--- src/rtl/usb_cmd_port_pkg.sv ---
package usb_cmd_port_pkg;

    localparam int BYTE_W        = 8;
    localparam int FRAME_W_DEF   = 11;
    localparam logic [7:0] OP_ARM_IN    = 8'hFA;
    localparam logic [7:0] OP_GET_FRAME = 8'hF5;

    typedef enum logic [1:0] {
        PH_IDLE = 2'd0,
        PH_LO   = 2'd1,
        PH_HI   = 2'd2
    } rd_phase_e;

    typedef struct packed {
        logic arm;
        logic get_frame;
    } cmd_dec_t;

    function automatic cmd_dec_t decode_op(input logic [7:0] op,
                                           input logic [7:0] arm_code,
                                           input logic [7:0] frame_code);
        cmd_dec_t d;
        d.arm       = (op == arm_code);
        d.get_frame = (op == frame_code);
        return d;
    endfunction

endpackage

--- src/rtl/usbcp_frame_reg.sv ---
module usbcp_frame_reg #(
    parameter int FRAME_W = 11
) (
    input  logic               clk,
    input  logic               rst,
    input  logic               sof_valid,
    input  logic [FRAME_W-1:0] sof_frame,
    output logic [FRAME_W-1:0] frame_q
);
    always_ff @(posedge clk) begin
        if (rst) begin
            frame_q <= '0;
        end else if (sof_valid) begin
            frame_q <= sof_frame;
        end
    end
endmodule

--- src/rtl/usbcp_cmd_seq.sv ---
module usbcp_cmd_seq
    import usb_cmd_port_pkg::*;
#(
    parameter int         FRAME_W    = 11,
    parameter logic [7:0] CODE_ARM   = OP_ARM_IN,
    parameter logic [7:0] CODE_FRAME = OP_GET_FRAME
) (
    input  logic               clk,
    input  logic               rst,
    input  logic               cmd_wr,
    input  logic [7:0]         cmd_byte,
    input  logic               rd_en,
    input  logic [FRAME_W-1:0] frame_q,
    output logic [7:0]         rd_data,
    output logic               arm_pulse
);
    localparam int HI_W  = FRAME_W - BYTE_W;
    localparam int PAD_W = BYTE_W - HI_W;

    rd_phase_e       phase_q;
    logic [HI_W-1:0] hi_snap_q;
    cmd_dec_t        dec;
    logic [7:0]      rd_val;

    assign dec       = decode_op(cmd_byte, CODE_ARM, CODE_FRAME);
    assign arm_pulse = cmd_wr && dec.arm;

    always_ff @(posedge clk) begin
        if (rst) begin
            phase_q   <= PH_IDLE;
            hi_snap_q <= '0;
        end else if (cmd_wr) begin
            phase_q <= dec.get_frame ? PH_LO : PH_IDLE;
        end else if (rd_en) begin
            unique case (phase_q)
                PH_LO: begin
                    hi_snap_q <= frame_q[FRAME_W-1:BYTE_W];
                    phase_q   <= PH_HI;
                end
                PH_HI:   phase_q <= PH_IDLE;
                default: phase_q <= PH_IDLE;
            endcase
        end
    end

    always_comb begin
        unique case (phase_q)
            PH_LO:   rd_val = frame_q[BYTE_W-1:0];
            PH_HI:   rd_val = {{PAD_W{1'b0}}, hi_snap_q};
            default: rd_val = '0;
        endcase
        rd_data = rd_en ? rd_val : '0;
    end
endmodule

--- src/rtl/usbcp_in_flag.sv ---
module usbcp_in_flag (
    input  logic clk,
    input  logic rst,
    input  logic arm_pulse,
    input  logic in_token,
    input  logic host_ack,
    output logic buf_full,
    output logic in_reply_data,
    output logic in_reply_nak
);
    always_ff @(posedge clk) begin
        if (rst) begin
            buf_full      <= 1'b0;
            in_reply_data <= 1'b0;
            in_reply_nak  <= 1'b0;
        end else begin
            in_reply_data <= in_token && buf_full;
            in_reply_nak  <= in_token && !buf_full;
            if (arm_pulse) begin
                buf_full <= 1'b1;
            end else if (host_ack) begin
                buf_full <= 1'b0;
            end
        end
    end
endmodule

--- src/rtl/usb_cmd_port.sv ---
module usb_cmd_port
    import usb_cmd_port_pkg::*;
#(
    parameter int         FRAME_W    = FRAME_W_DEF,
    parameter logic [7:0] CODE_ARM   = OP_ARM_IN,
    parameter logic [7:0] CODE_FRAME = OP_GET_FRAME
) (
    input  logic               clk,
    input  logic               rst,
    input  logic               cmd_wr,
    input  logic [7:0]         cmd_byte,
    input  logic               rd_en,
    output logic [7:0]         rd_data,
    input  logic               sof_valid,
    input  logic [FRAME_W-1:0] sof_frame,
    input  logic               in_token,
    input  logic               host_ack,
    output logic               buf_full,
    output logic               in_reply_data,
    output logic               in_reply_nak
);
    logic [FRAME_W-1:0] frame_q;
    logic               arm_pulse;

    usbcp_frame_reg #(.FRAME_W(FRAME_W)) u_frame (
        .clk       (clk),
        .rst       (rst),
        .sof_valid (sof_valid),
        .sof_frame (sof_frame),
        .frame_q   (frame_q)
    );

    usbcp_cmd_seq #(
        .FRAME_W    (FRAME_W),
        .CODE_ARM   (CODE_ARM),
        .CODE_FRAME (CODE_FRAME)
    ) u_seq (
        .clk       (clk),
        .rst       (rst),
        .cmd_wr    (cmd_wr),
        .cmd_byte  (cmd_byte),
        .rd_en     (rd_en),
        .frame_q   (frame_q),
        .rd_data   (rd_data),
        .arm_pulse (arm_pulse)
    );

    usbcp_in_flag u_flag (
        .clk           (clk),
        .rst           (rst),
        .arm_pulse     (arm_pulse),
        .in_token      (in_token),
        .host_ack      (host_ack),
        .buf_full      (buf_full),
        .in_reply_data (in_reply_data),
        .in_reply_nak  (in_reply_nak)
    );
endmodule

--- config.mk ---
export PLATFORM = sky130hd
export DESIGN_NAME = usb_cmd_port
export DESIGN_NICKNAME = d
export VERILOG_FILES = /design/src/rtl/usb_cmd_port_pkg.sv /design/src/rtl/usbcp_frame_reg.sv /design/src/rtl/usbcp_cmd_seq.sv /design/src/rtl/usbcp_in_flag.sv /design/src/rtl/usb_cmd_port.sv
export SDC_FILE = /design/constraint.sdc
export NUM_CORES = 1
export LEC_CHECK = 0
export BUFFER_PORTS_ARGS = -buffer_cell sky130_fd_sc_hd__clkbuf_2
export CELL_PAD_IN_SITES_DETAIL_PLACEMENT = 0
export CELL_PAD_IN_SITES_GLOBAL_PLACEMENT = 1
export CORE_MARGIN = 4
export CORE_UTILIZATION = 30
export CTS_CLUSTER_DIAMETER = 50
export DETAILED_ROUTE_END_ITERATION = 12
export GPL_TIMING_DRIVEN = 0
export PLACE_DENSITY_LB_ADDON = 0.1
export SYNTH_ARGS = -nofsm -noshare
export SYNTH_HDL_FRONTEND = slang
export SYNTH_SLANG_ARGS = --single-unit
--- constraint.sdc ---
create_clock -name clk -period 1.3 [get_ports clk]
set_clock_uncertainty 0.2 [all_clocks]
set_input_delay 0.13 -clock clk [delete_from_list [all_inputs] [get_ports clk]]
set_output_delay 0.13 -clock clk [all_outputs]
set_load 0.01 [all_outputs]
==> impl_metrics.ini, run 1 <==
[timing]
setup_viol_count_final = 12
max_slew_headroom_pct = 80.9
f_max_mhz = 605
finalHoldViolCount = 0
final_layout_worst_hold_slack_ps = 10.8
layout_setup_ws_ps = -352
timing_max_transition_violations_final = 0
worstMarginPinSlew_ps = 282
final.period_utilization_pct = 127
aggregate_negative_setup_slack_ps = -3070
rsz0062_at_grt = true
final_period_minus_worst_setup_slack_ps = 1650

[detailed_routing]
via_per_inst = 4.63
topRoutingLayerUsed = met4
dr_total_vias = 810
wl_met3_um = 105
routed_wl_um = 2070
detail_route.wirelength.met1_um = 849
antenna_violating_nets_left = 0
detailroute.wirelength.met2_um = 1090
wl_per_cell_um = 11.8
drt_pass1_iterations = 3
drt_drc_violations_left = 0
detailedRoute.firstIterationViolations = 24

[place]
detailed_place_hpwl_um = 1430
dp_cells = 146
postPlaceCellArea_um2 = 1060
placement.io_buffers = 35
gp_congestion = 0.632

[critical_path]
critical-path-max-stage-delay_ps = 350
cp-end-kind = output port
crit_slowest_cell = dfxtp_2
reg2reg_depth = 7
cp_data_required_time_ps = 970
start_to_end_type_of_the_worst_setup_path = flop to output port
critical_path_launch_point_type = flop
reg2reg_from = u_seq.phase_q[1]$_SDFFE_PP0P_
reg2reg_to = u_seq.hi_snap_q[0]$_SDFFE_PP0P_
r2r_setup_slack_ps = -160
cell_by_cell_trace_of_the_critical_path = buf_6 -> ha_4 -> nand2b_4 -> nor2_2 -> buf_2
timing.critical_path.fanout_max = 3
cp_arrival_ps = 1320

[final_layout]
area_delta_synth_final_pct = 64.4
final-seq-area_um2 = 383
drive_above_1_share_pct = 43.4
num_antenna_cells = 0
fillerInstances = 257
instances_no_fill = 175
count_of_nets_after_finishing = 174
final_area_um2 = 1390
post-route-util_pct = 53.6
multiInputGateArea_um2 = 459

[power]
worst_ir_drop_vdd_uv = 684
power_density_nw_per_um2 = 780
p_leak_uw = 0.000703

[cts]
total_clock_buffers_created_by_cts = 3
clock_insertion_delay_worst_skew_ps = 300
tritoncts = done
cts-root-buf = clkbuf_4
cts_sinks = 19
clk_transition_reported_paths_ps = 100
worst_case_clock_buffer_depth = 2
htree_levels = 1

[synthesis]
avgSynthCellArea_um2 = 10.4
combinational_family_with_the_most_area_after_synthesis = simple AND/OR/NAND/NOR gates
synth-compound-area-share_pct = 4.59
synthesized_area_um2 = 845
yosys.area_share.simple_pct = 23.4
syn_nets = 109
yosys-mux-area-fraction_pct = 17.8
yosys.cell_types.count = 20
netlist.top_cell.by_area = dfxtp_1
synth_largest_type_area_fraction_pct = 45.0
synth_xor_xnor_area_share_pct = 0
post_synth_fa_ha_maj_area_fraction_pct = 2.96
synth.ff_latch_count = 19
netlist_instances = 81
post_synth_main_area_contributors = dfxtp_1 45%, mux2i_1 18%, nor2_1 8.0%
synth_warnings = 0
synth_sequential_area_ratio_pct = 45.0

[min_path]
min_to = u_seq.phase_q[0]$_SDFFE_PP0P_
timing.hold.worst.start = cmd_byte[4]
hp-class = input pin to flop
whs_path_depth = 4

[status]
violations = setup timing
run_status = finished with violations

[global_route]
first_global_vias = 770
grt_start_max_net_pins = 12
grtUsageTotal_pct = 11.7
initial_antenna_violation_count = 0
global_route_wire_length_before_repair_um = 3230
overflow = 0

[die]
die_h_um = 61.1
core.rowCount = 18
area_of_the_core_region_um2 = 2590
die_width_um = 61.1
die-area_um2 = 3730
initial_core_util_pct = 32.6
ioPinCount = 37

[job]
max_cap_viol_count = 0
==> worst max-delay path, delay by kind of cell, from the launching register on <==
| family | cells | cell delay [ps] |
|---|---|---|
| flip-flops | 1 | 350 |
| buffers and inverters | 2 | 240 |
| AND/OR/NAND/NOR | 2 | 250 |
| adder cells (fa/ha/maj) | 1 | 190 |
==> worst max path at each step <==
stage | startpoint | slack, ps | end | cells past startpoint
2_1_floorplan | u_seq.phase_q[0]$_SDFFE_PP0P_ | -10 | rd_data[0] | 4
3_3_place_gp | u_seq.phase_q[0]$_SDFFE_PP0P_ | -130 | rd_data[0] | 5
3_5_place_dp | u_seq.phase_q[0]$_SDFFE_PP0P_ | -140 | rd_data[1] | 5
4_1_cts | u_seq.phase_q[1]$_SDFFE_PP0P_ | -370 | rd_data[0] | 5
5_1_grt | u_seq.phase_q[1]$_SDFFE_PP0P_ | -400 | rd_data[2] | 5
6_report | u_seq.phase_q[1]$_SDFFE_PP0P_ | -350 | rd_data[2] | 5
==> flip-flops by register name, indices dropped and copies added (netlist names) <==
name,flops
u_frame.frame_q,11
u_flag.in_reply_nak,1
u_seq.hi_snap_q,3
u_flag.in_reply_data,1
u_flag.buf_full,1
u_seq.phase_q,2
==> synthesized netlist by cell type <==
cell type,count
nand2b_1,1
dfxtp_1,19
and3b_1,1
nor3b_1,1
buf_6,2
nand4_1,1
nor4bb_1,2
inv_1,2
a22oi_1,3
a22o_1,1
buf_4,3
and3_1,5
nor3b_2,1
nand3b_4,1
ha_1,2
nor4_2,1
nor2_1,18
nor3_1,1
mux2i_1,15
a21o_1,1
==> area by class of cell <==
| cell class | count | share of cell area [%] |
|---|---|---|
| inverters | 2 | 0.541 |
| multi-input cells | 55 | 33.1 |
| flip-flops and latches | 19 | 27.6 |
| clock inverters | 1 | 0.360 |
| plain buffers | 5 | 3.51 |
| well taps | 30 | 2.70 |
| repair buffers | 60 | 30.6 |
| clock buffers | 3 | 1.62 |
==> what timing repair did <==
item,CTS,global route
endpoints found under the setup margin,11,12
endpoints found under the hold margin,17,2
setup buffers,2,0
hold buffers,20,2
pin swaps,3,2
resized for setup,14,6
gates cloned,1,0
==> per-layer routing <==
layer  global-route usage (%)  vias to the layer above
met1                     13.5                      375
met5                        0                        -
met4                     3.72                        0
li1                         -                      414
met3                     3.77                        4
met2                     20.4                       17
==> metrics by stage <==
| step | power, µW | setup slack (ps) |
|---|---|---|
| final | 1080 | -352 |
| after global routing | 1150 | -403 |
| after CTS | 1100 | -368 |
| after detailed placement | 744 | -142 |
| after global placement | 740 | -133 |
| after floorplan | 688 | -11.3 |
==> layout by cell type (no fill, tap or decap) <==
cell type and instances:
nand4_1 1, clkinv_2 1, dlygate4sd3_1 22, clkbuf_2 31, nor2_2 2, mux2i_1 15
ha_2 1, and3b_1 1, clkbuf_4 3, nor4bb_1 2, inv_2 2, dfxtp_1 17
buf_6 5, and3_4 1, and3_1 4, nor3b_2 1, nor3b_1 1, dfxtp_2 2
nor2_1 16, nor3_1 1, nand3b_4 1, buf_4 3, nor4_2 1, a22o_1 1
ha_4 1, buf_2 4, a22oi_2 3, a21o_1 1, nand2b_4 1
==> power by group <==
part | switching [µW] | internal (µW) | leakage, µW
Clock | 185 | 115 | 0.0000177
Sequential | 11.0 | 604 | 0.000157
Combinational | 61.0 | 107 | 0.000528
==> kinds of logic (layout without fill, tap and decap cells) <==
family                   count (synthesis)  in the layout
multiplexers                            15             15
AO/OA/AOI/OAI                            5              5
adder cells (fa/ha/maj)                  2              2
buffers and inverters                    7             71
flip-flops                              19             19
AND/OR/NAND/NOR                         33             33
Note: power is estimated with default switching activity, not from simulation.
==> run 2: changes to the inputs <==
RECOVER_POWER = 25   (was default)
==> run 2 against run 1 <==
Compared with the run above: the run still ends with setup timing left; global-route usage unchanged; non-clock buffer count unchanged; combinational power hardly changed; clock power barely moved; total power down 0.19%; first-iteration DRC count shrank 54%; clock-buffer cell count stayed put; final cell count unchanged; via count grew 0.49%; utilization shrank 0.24 points; worst hold slack got worse by 1.4 ps; critical path type unchanged; critical endpoint unchanged; largest cell class unchanged.
==> impl_metrics.ini, run 2 (synthesized netlist as in run 1, its figures left out) <==
[timing]
f_max_mhz = 605
max_slew_headroom_pct = 81.1
final.period_utilization_pct = 127
final_period_minus_worst_setup_slack_ps = 1650
aggregate_negative_setup_slack_ps = -3370
worstMarginPinSlew_ps = 280
final_layout_worst_hold_slack_ps = 9.37
finalHoldViolCount = 0
timing_max_transition_violations_final = 0
layout_setup_ws_ps = -353
rsz0062_at_grt = true
setup_viol_count_final = 20

[detailed_routing]
dr_total_vias = 814
drt_drc_violations_left = 0
drt_pass1_iterations = 3
via_per_inst = 4.65
wl_per_cell_um = 11.8
antenna_violating_nets_left = 0
routed_wl_um = 2070
detailedRoute.firstIterationViolations = 11

[die]
die_width_um = 61.1
core.rowCount = 18
initial_core_util_pct = 32.6
ioPinCount = 37
die-area_um2 = 3730
area_of_the_core_region_um2 = 2590
die_h_um = 61.1

[critical_path]
critical_path.n_buffers_inverters = 2
cp-end-kind = output port
crit_slowest_cell = dfxtp_2
critical_path_launch_point_type = flop
timing.critical_path.fanout_max = 3
cp_arrival_ps = 1320
critical-path-max-stage-delay_ps = 350
crit_start = u_seq.phase_q[1]$_SDFFE_PP0P_
cell_by_cell_trace_of_the_critical_path = buf_6 -> ha_4 -> nand2b_4 -> nor2_2 -> buf_2
start_to_end_type_of_the_worst_setup_path = flop to output port
reg2reg_from = u_seq.phase_q[1]$_SDFFE_PP0P_
cp_data_required_time_ps = 970
crit_family = flip-flops

[power]
worst_ir_drop_vdd_uv = 681
power_density_nw_per_um2 = 782
total_power_uw = 1080
p_leak_uw = 0.000693

[final_layout]
largest_reg_flops = 11
reg.largest.list = u_frame.frame_q x11, u_seq.hi_snap_q x3, u_seq.phase_q x2
count_of_nets_after_finishing = 174
layout.cells.most_common_list = 29 x clkbuf_2, 22 x dlygate4sd3_1, 17 x dfxtp_1, 16 x nor2_1, 15 x mux2i_1
final_area_um2 = 1380
area_delta_synth_final_pct = 63.7
largest-register = u_frame.frame_q
multiInputGateArea_um2 = 459
layout.cells.most_common = clkbuf_2
final-seq-area_um2 = 383
num_antenna_cells = 0
drive_above_1_share_pct = 41.4
fillerInstances = 257

[global_route]
overflow = 0
initial_antenna_violation_count = 0
grt_start_max_net_pins = 12
grtUsageTotal_pct = 11.7
first_global_vias = 770
global_route_wire_length_before_repair_um = 3230

[cts]
tritoncts = done
worst_case_clock_buffer_depth = 2
clock_insertion_delay_worst_skew_ps = 300
htree_levels = 1
cts-root-buf = clkbuf_4
clk_transition_reported_paths_ps = 100
cts_sinks = 19
total_clock_buffers_created_by_cts = 3

[place]
detailed_place_hpwl_um = 1430
gp_congestion = 0.632
postPlaceCellArea_um2 = 1060
placement.io_buffers = 35

[status]
violations = setup timing
run_status = finished with violations

[min_path]
timing.hold.worst.start = cmd_byte[4]
hp-class = input pin to flop

[job]
max_cap_viol_count = 0
## run 2: cell count changes in the layout (fill, tap and decap cells not counted), sizes merged
cell,delta
buf,-1
clkbuf,+1
## run 2: metrics by stage
stage	worst slack, ps	cells	utilization [%]
CTS	-368	173	52.6
global placement	-133	146	40.8
detailed placement	-142	146	40.8
finish	-353	175	53.4
global route	-403	175	53.4
floorplan	-11.3	81	-
## run 2: tightest hold or removal path, stage by stage
cell and delay (ps):
clkbuf_2 80, nand4_1 70, nor3b_2 50, a21o_1 140
## run 2: power breakdown
| part | leakage (µW) | switching, µW | internal [µW] | total, µW |
|---|---|---|---|---|
| Sequential | 0.000157 | 11.0 | 604 | 615 |
| Clock | 0.0000177 | 185 | 115 | 300 |
| Combinational | 0.000518 | 61.1 | 105 | 166 |
## run 2: timing repair
action | in CTS | in global routing
pin swaps | 3 | 2
endpoints found under the setup margin | 11 | 12
endpoints found under the hold margin | 17 | 2
hold buffers | 20 | 2
gates cloned | 1 | 0
gates resized for setup | 14 | 6
buffers inserted | 2 | 0
## run 2: metal layers
layer / up-vias / track usage [%] / wire length, µm
li1: 415 / - / -
met1: 378 / 13.5 / 845
met2: 17 / 20.4 / 1090
met3: 4 / 3.77 / 105
met4: 0 / 3.72 / 27
met5: - / 0 / 0
## run 2: worst paths after layout
| path | endpoint | slack [ps] | cells past startpoint |
|---|---|---|---|
| max | rd_data[2] | -350 | 5 |
| max reg2reg | u_seq.hi_snap_q[0]$_SDFFE_PP0P_ | -160 | 7 |
| min | u_seq.phase_q[0]$_SDFFE_PP0P_ | 9 | 4 |
| min reg2reg | u_frame.frame_q[4]$_SDFFE_PP0P_ | 300 | 2 |
## run 2: final cells by class
cell class	instances	area share, %
timing repair buffer	60	30.5
multi-input combinational	55	33.2
inverter	2	0.543
clock buffer	3	1.63
tap	30	2.71
sequential	19	27.7
clock inverter	1	0.362
buffer	5	3.35
